==> src/rtl/rtc_alarm_irq_pkg.sv <==
`timescale 1ns/1ps
package rtc_alarm_irq_pkg;
  localparam int WORD_W = 32;
  localparam int NFLAG  = 5;
  localparam int NFIELD = 5;

  // flag positions
  localparam int FLG_UPD = 0;
  localparam int FLG_ALM = 1;
  localparam int FLG_SEC = 2;
  localparam int FLG_TIM = 3;
  localparam int FLG_CAL = 4;

  // compared fields: seconds, minutes, hours+ampm, month, day of month
  localparam int FLD_LO  [NFIELD] = '{0, 8, 16, 16, 24};
  localparam int FLD_W   [NFIELD] = '{7, 7, 7, 5, 6};
  localparam int FLD_EN  [NFIELD] = '{7, 15, 23, 23, 31};
  localparam bit FLD_CAL [NFIELD] = '{1'b0, 1'b0, 1'b0, 1'b1, 1'b1};
endpackage

==> src/rtl/rtc_alm_field_cmp.sv <==
`timescale 1ns/1ps
module rtc_alm_field_cmp #(
  parameter int WORD_W = 32,
  parameter int LO     = 0,
  parameter int W      = 7,
  parameter int EN_BIT = 7
) (
  input  logic [WORD_W-1:0] alm_word,
  input  logic [WORD_W-1:0] cur_word,
  output logic              fld_en,
  output logic              fld_eq
);
  localparam int HI = LO + W - 1;

  logic unused_rest;
  assign unused_rest = ^{alm_word, cur_word};

  assign fld_en = alm_word[EN_BIT];
  assign fld_eq = (alm_word[HI:LO] == cur_word[HI:LO]);
endmodule

==> src/rtl/rtc_alm_match.sv <==
`timescale 1ns/1ps
module rtc_alm_match
  import rtc_alarm_irq_pkg::*;
#(
  parameter int WW  = WORD_W,
  parameter int NF  = NFIELD
) (
  input  logic          clk,
  input  logic          rst,
  input  logic          wr_time,
  input  logic          wr_cal,
  input  logic [WW-1:0] wr_data,
  input  logic [WW-1:0] cur_time,
  input  logic [WW-1:0] cur_cal,
  input  logic          tick,
  output logic          hit
);
  logic [WW-1:0] alm_t, alm_c;
  logic [NF-1:0] en_v, eq_v;

  always_ff @(posedge clk) begin
    if (rst) begin
      alm_t <= '0;
      alm_c <= '0;
    end else begin
      if (wr_time) alm_t <= wr_data;
      if (wr_cal)  alm_c <= wr_data;
    end
  end

  for (genvar f = 0; f < NF; f++) begin : g_fld
    if (FLD_CAL[f]) begin : g_cal
      rtc_alm_field_cmp #(.WORD_W(WW), .LO(FLD_LO[f]), .W(FLD_W[f]), .EN_BIT(FLD_EN[f]))
        u_cmp (.alm_word(alm_c), .cur_word(cur_cal), .fld_en(en_v[f]), .fld_eq(eq_v[f]));
    end else begin : g_tim
      rtc_alm_field_cmp #(.WORD_W(WW), .LO(FLD_LO[f]), .W(FLD_W[f]), .EN_BIT(FLD_EN[f]))
        u_cmp (.alm_word(alm_t), .cur_word(cur_time), .fld_en(en_v[f]), .fld_eq(eq_v[f]));
    end
  end

  assign hit = tick && (|en_v) && (&(eq_v | ~en_v));

  assert_alm_cleared_R1: assert property (@(posedge clk) disable iff (rst)
    $past(rst) |-> (alm_t == '0 && alm_c == '0));
  assert_alm_time_load_R6: assert property (@(posedge clk) disable iff (rst)
    wr_time |=> (alm_t == $past(wr_data)));
  assert_alm_cal_load_R7: assert property (@(posedge clk) disable iff (rst)
    wr_cal |=> (alm_c == $past(wr_data)));
endmodule

==> src/rtl/rtc_flag_bank.sv <==
`timescale 1ns/1ps
module rtc_flag_bank #(
  parameter int N = 5
) (
  input  logic         clk,
  input  logic         rst,
  input  logic [N-1:0] set,
  input  logic [N-1:0] clr,
  output logic [N-1:0] flags
);
  for (genvar i = 0; i < N; i++) begin : g_bit
    always_ff @(posedge clk) begin
      if (rst)         flags[i] <= 1'b0;
      else if (set[i]) flags[i] <= 1'b1;
      else if (clr[i]) flags[i] <= 1'b0;
    end

    assert_set_wins_R4: assert property (@(posedge clk) disable iff (rst)
      set[i] |=> flags[i]);
    assert_clear_R3: assert property (@(posedge clk) disable iff (rst)
      (clr[i] && !set[i]) |=> !flags[i]);
    assert_hold_R3: assert property (@(posedge clk) disable iff (rst)
      (!clr[i] && !set[i] && !$past(rst)) |=> $stable(flags[i]));
  end
endmodule

==> src/rtl/rtc_irq_mask.sv <==
`timescale 1ns/1ps
module rtc_irq_mask #(
  parameter int N = 5
) (
  input  logic         clk,
  input  logic         rst,
  input  logic         en_wr,
  input  logic         dis_wr,
  input  logic [N-1:0] data,
  input  logic [N-1:0] flags,
  output logic [N-1:0] mask,
  output logic         irq
);
  logic [N-1:0] set_v, clr_v;
  assign set_v = en_wr  ? data : '0;
  assign clr_v = dis_wr ? data : '0;

  always_ff @(posedge clk) begin
    if (rst) begin
      mask <= '0;
      irq  <= 1'b0;
    end else begin
      mask <= (mask & ~clr_v) | set_v;
      irq  <= |(flags & mask);
    end
  end

  for (genvar i = 0; i < N; i++) begin : g_chk
    assert_mask_set_R5: assert property (@(posedge clk) disable iff (rst)
      (en_wr && data[i]) |=> mask[i]);
    assert_mask_clr_R5: assert property (@(posedge clk) disable iff (rst)
      (dis_wr && data[i] && !(en_wr && data[i])) |=> !mask[i]);
  end
endmodule

==> src/rtl/rtc_alarm_irq.sv <==
`timescale 1ns/1ps
module rtc_alarm_irq
  import rtc_alarm_irq_pkg::*;
#(
  parameter int WW = WORD_W,
  parameter int NF = NFLAG
) (
  input  logic          clk,
  input  logic          rst,
  input  logic [WW-1:0] cur_time,
  input  logic [WW-1:0] cur_cal,
  input  logic          sec_tick,
  input  logic          upd_ack_ev,
  input  logic          time_ev,
  input  logic          cal_ev,
  input  logic          wr_alm_time,
  input  logic          wr_alm_cal,
  input  logic          wr_irq_en,
  input  logic          wr_irq_dis,
  input  logic          wr_stat_clr,
  input  logic [WW-1:0] wr_data,
  output logic [NF-1:0] status,
  output logic [NF-1:0] mask,
  output logic          irq
);
  logic          alm_hit;
  logic [NF-1:0] set_v, clr_v;

  rtc_alm_match #(.WW(WW), .NF(NFIELD)) u_match (
    .clk(clk), .rst(rst), .wr_time(wr_alm_time), .wr_cal(wr_alm_cal),
    .wr_data(wr_data), .cur_time(cur_time), .cur_cal(cur_cal),
    .tick(sec_tick), .hit(alm_hit));

  always_comb begin
    set_v          = '0;
    set_v[FLG_UPD] = upd_ack_ev;
    set_v[FLG_ALM] = alm_hit;
    set_v[FLG_SEC] = sec_tick;
    set_v[FLG_TIM] = time_ev;
    set_v[FLG_CAL] = cal_ev;
  end
  assign clr_v = wr_stat_clr ? wr_data[NF-1:0] : '0;

  rtc_flag_bank #(.N(NF)) u_flags (
    .clk(clk), .rst(rst), .set(set_v), .clr(clr_v), .flags(status));

  rtc_irq_mask #(.N(NF)) u_mask (
    .clk(clk), .rst(rst), .en_wr(wr_irq_en), .dis_wr(wr_irq_dis),
    .data(wr_data[NF-1:0]), .flags(status), .mask(mask), .irq(irq));

  assert_alarm_on_tick_R8: assert property (@(posedge clk) disable iff (rst)
    $rose(status[FLG_ALM]) |-> $past(sec_tick));
  assert_irq_source_R9: assert property (@(posedge clk) disable iff (rst)
    irq |-> ($past(status) != '0 && $past(mask) != '0));
  assert_event_latch_R2: assert property (@(posedge clk) disable iff (rst)
    (upd_ack_ev && time_ev && cal_ev) |=> (status[FLG_UPD] && status[FLG_TIM] && status[FLG_CAL]));
endmodule

==> config.mk <==
export PLATFORM = sky130hd
export DESIGN_NAME = rtc_alarm_irq
export DESIGN_NICKNAME = d
export VERILOG_FILES = /design/src/rtl/rtc_alarm_irq_pkg.sv /design/src/rtl/rtc_alm_field_cmp.sv /design/src/rtl/rtc_alm_match.sv /design/src/rtl/rtc_flag_bank.sv /design/src/rtl/rtc_irq_mask.sv /design/src/rtl/rtc_alarm_irq.sv
export SDC_FILE = /design/constraint.sdc
export NUM_CORES = 1
export LEC_CHECK = 0
export BUFFER_PORTS_ARGS = -buffer_cell sky130_fd_sc_hd__buf_2
export CAP_MARGIN = 20
export CORE_ASPECT_RATIO = 2
export CORE_UTILIZATION = 47
export CTS_CLUSTER_DIAMETER = 60
export CTS_CLUSTER_SIZE = 25
export DETAILED_ROUTE_END_ITERATION = 8
export PLACE_DENSITY = 0.9
export SKIP_CTS_REPAIR_TIMING = 1
export SYNTH_ARGS = -nofsm -noshare
export SYNTH_HDL_FRONTEND = slang
export SYNTH_SLANG_ARGS = --single-unit
==> constraint.sdc <==
create_clock -name clk -period 2.1 [get_ports clk]
set_input_delay 0.21 -clock clk [delete_from_list [all_inputs] [get_ports clk]]
set_output_delay 0.21 -clock clk [all_outputs]
set_load 0.1 [all_outputs]
==> metrics <==
Clock transition at path regs=80 ps; first-pass GRT wire length=7.47 mm; Netlist cell types=22; DRC=0; GR Util All Layers=21.3%; Cells after Synth=211; PwrDens=752 nW/um2; CP Capture Type=flip-flop; critical path peak fanout=2; root buffer cell=clkbuf_8; die width=48.9 um; Port Buffers=84; I/O pin total=118; FF-to-FF Start=u_match.alm_t[2]; drt pass-1 iters=4; Bufs on Longest Clock Path=2; global placement routability congestion=0.790; Worst Hold Class=primary input to flip-flop; initial core utilization=49.6%; Ys Warns=0; Hold Vio Cnt, Final=0; worst slew pin tran=705 ps; Clock Latency Late Sink=290 ps; Num CTS Buffers=5; worst setup margin=763 ps; register area share after synthesis=46.5%; post-route ant nets=0; CP required=2330 ps; final worst-path cycle share=63.7%; via count=1737; Avg WL per Cell=13.5 um; DIE AREA=4680 um2; Crit path arrival time=1570 ps; Row Count=33; critical path launch point=u_match.alm_t[2]; commonest non-fill, non-tap cell in the layout=buf_2; ant diodes=0; pre-CTS setup slack=739 ps; initial antenna violation count=0; Syn-to-layout area delta=26.5%; DP Wirelength=3.66 mm; final instance area=2610 um2; number of global-route vias before repair=1753; Pins Over Slew Limit=0; DRT iter0 DRCs=28; max_cap viols=0; P_leak=0.00127 uW; fraction of layout cells with a size suffix above 1=32.0%; leading area contributor after synthesis=dfxtp_1; setup_tns=0 ps; Avg Vias per Cell=5.02; Mean Syn Cell Area=9.80 um2; post-layout minimum cycle time=1340 ps; most frequent cells in the layout=buf_2 (84), dfxtp_1 (48), nor2_1 (46); post-synth top area share=46.5%; Cell Area, Placed=2520 um2; Total Nets Final=401; drt total wl=4.66 mm; HP Start=cal_ev; TritonCTS clock tree=built; Final Skew=1.97 ps; largest net degree at the start of global routing=33; crit path launch type=flip-flop; CORE AREA=4170 um2; status=finished, final reports clean; Fmax=748 MHz; CTS sink cnt=48; largest cells by area after synthesis=dfxtp_1 (46%), mux2i_1 (18%), nor2_1 (8.4%), xnor2_1 (8.1%), xor2_1 (5.5%); Synth Net Count=318; grt ovf=0; Max-Slew Margin vs Limit=53.0%; Die Y=95.8 um; final setup vio count=0; Cell Area, Synth=2070 um2; Peak VDD IR=623 uV; worst setup path category=flip-flop to flip-flop; Yosys reg bits=48; # H-tree levels=2; RSZ-0062 raised after global routing=false
where the power goes:
part / internal [uW] / switching, uW
Combinational: 156 / 236
Clock: 293 / 274
Sequential: 967 / 40.4
area by class of cell:
type / instances / area, um2
flip-flops and latches: 48 / 961
fillers: 386 / 1560
inverters: 1 / 3.75
well taps: 52 / 65.1
multi-input cells: 152 / 1050
clock buffers: 7 / 96.3
repair buffers: 86 / 435
through the flow:
step / total power [uW] / hold WS, ps / util, % / std cells
4_1_cts: 1990 / 120 / 62.7 / 346
3_5_place_dp: 1420 / 428 / 60.4 / 339
6_report: 1970 / 122 / 62.7 / 346
2_1_floorplan: 1290 / 327 / - / 211
5_1_grt: 2070 / 118 / 62.7 / 346
3_3_place_gp: 1410 / 417 / 60.4 / 339
metal layers:
metal,global-route usage (%),share of wire [%]
met4,12.0,3.5
met5,0,0
met1,20.3,37
met2,40.5,55
met3,5.21,4.9
worst paths after layout:
path / to / slack [ps] / cells past startpoint
worst min register to register: u_flags.flags[1] / 510 / 2
worst max register to register: u_flags.flags[1] / 760 / 5
worst min-delay path: u_flags.flags[4] / 120 / 3
worst max-delay path: u_flags.flags[1] / 760 / 5
state kept, by name, indices dropped and copies added, names as in the netlist:
name / count
u_match.alm_t: 24
u_mask.mask: 5
u_match.alm_c: 13
u_flags.flags: 5
u_mask.irq: 1
critical path, cell delays in order (launching register included):
cell and delay [ps]:
dfxtp_1 320, xnor2_1 160, nand4_1 120, o41ai_1 390
nand4_1 140, o21ai_1 140
cell families after synthesis:
kind of cell	count (synthesis)	synth area share [%]
AND/OR/NAND/NOR	64	12.5
flip-flops	48	46.5
multiplexers	37	17.9
XOR/XNOR	32	13.6
AO/OA/AOI/OAI	19	6.90
buffers and inverters	11	2.60
cells in the mapped netlist:
library cell,n
o2111ai_1,1
o41ai_2,1
inv_1,1
a22oi_1,6
xnor2_1,19
a21oi_1,5
or4_1,1
nand4_1,5
buf_4,2
o41ai_1,2
buf_1,2
nand2_1,10
a222oi_1,1
o31ai_1,2
o21ai_1,1
nand3_1,2
nor2_1,46
xor2_1,13
clkbuf_1,2
buf_2,4
dfxtp_1,48
mux2i_1,37
(Power assumes the default switching activity.)
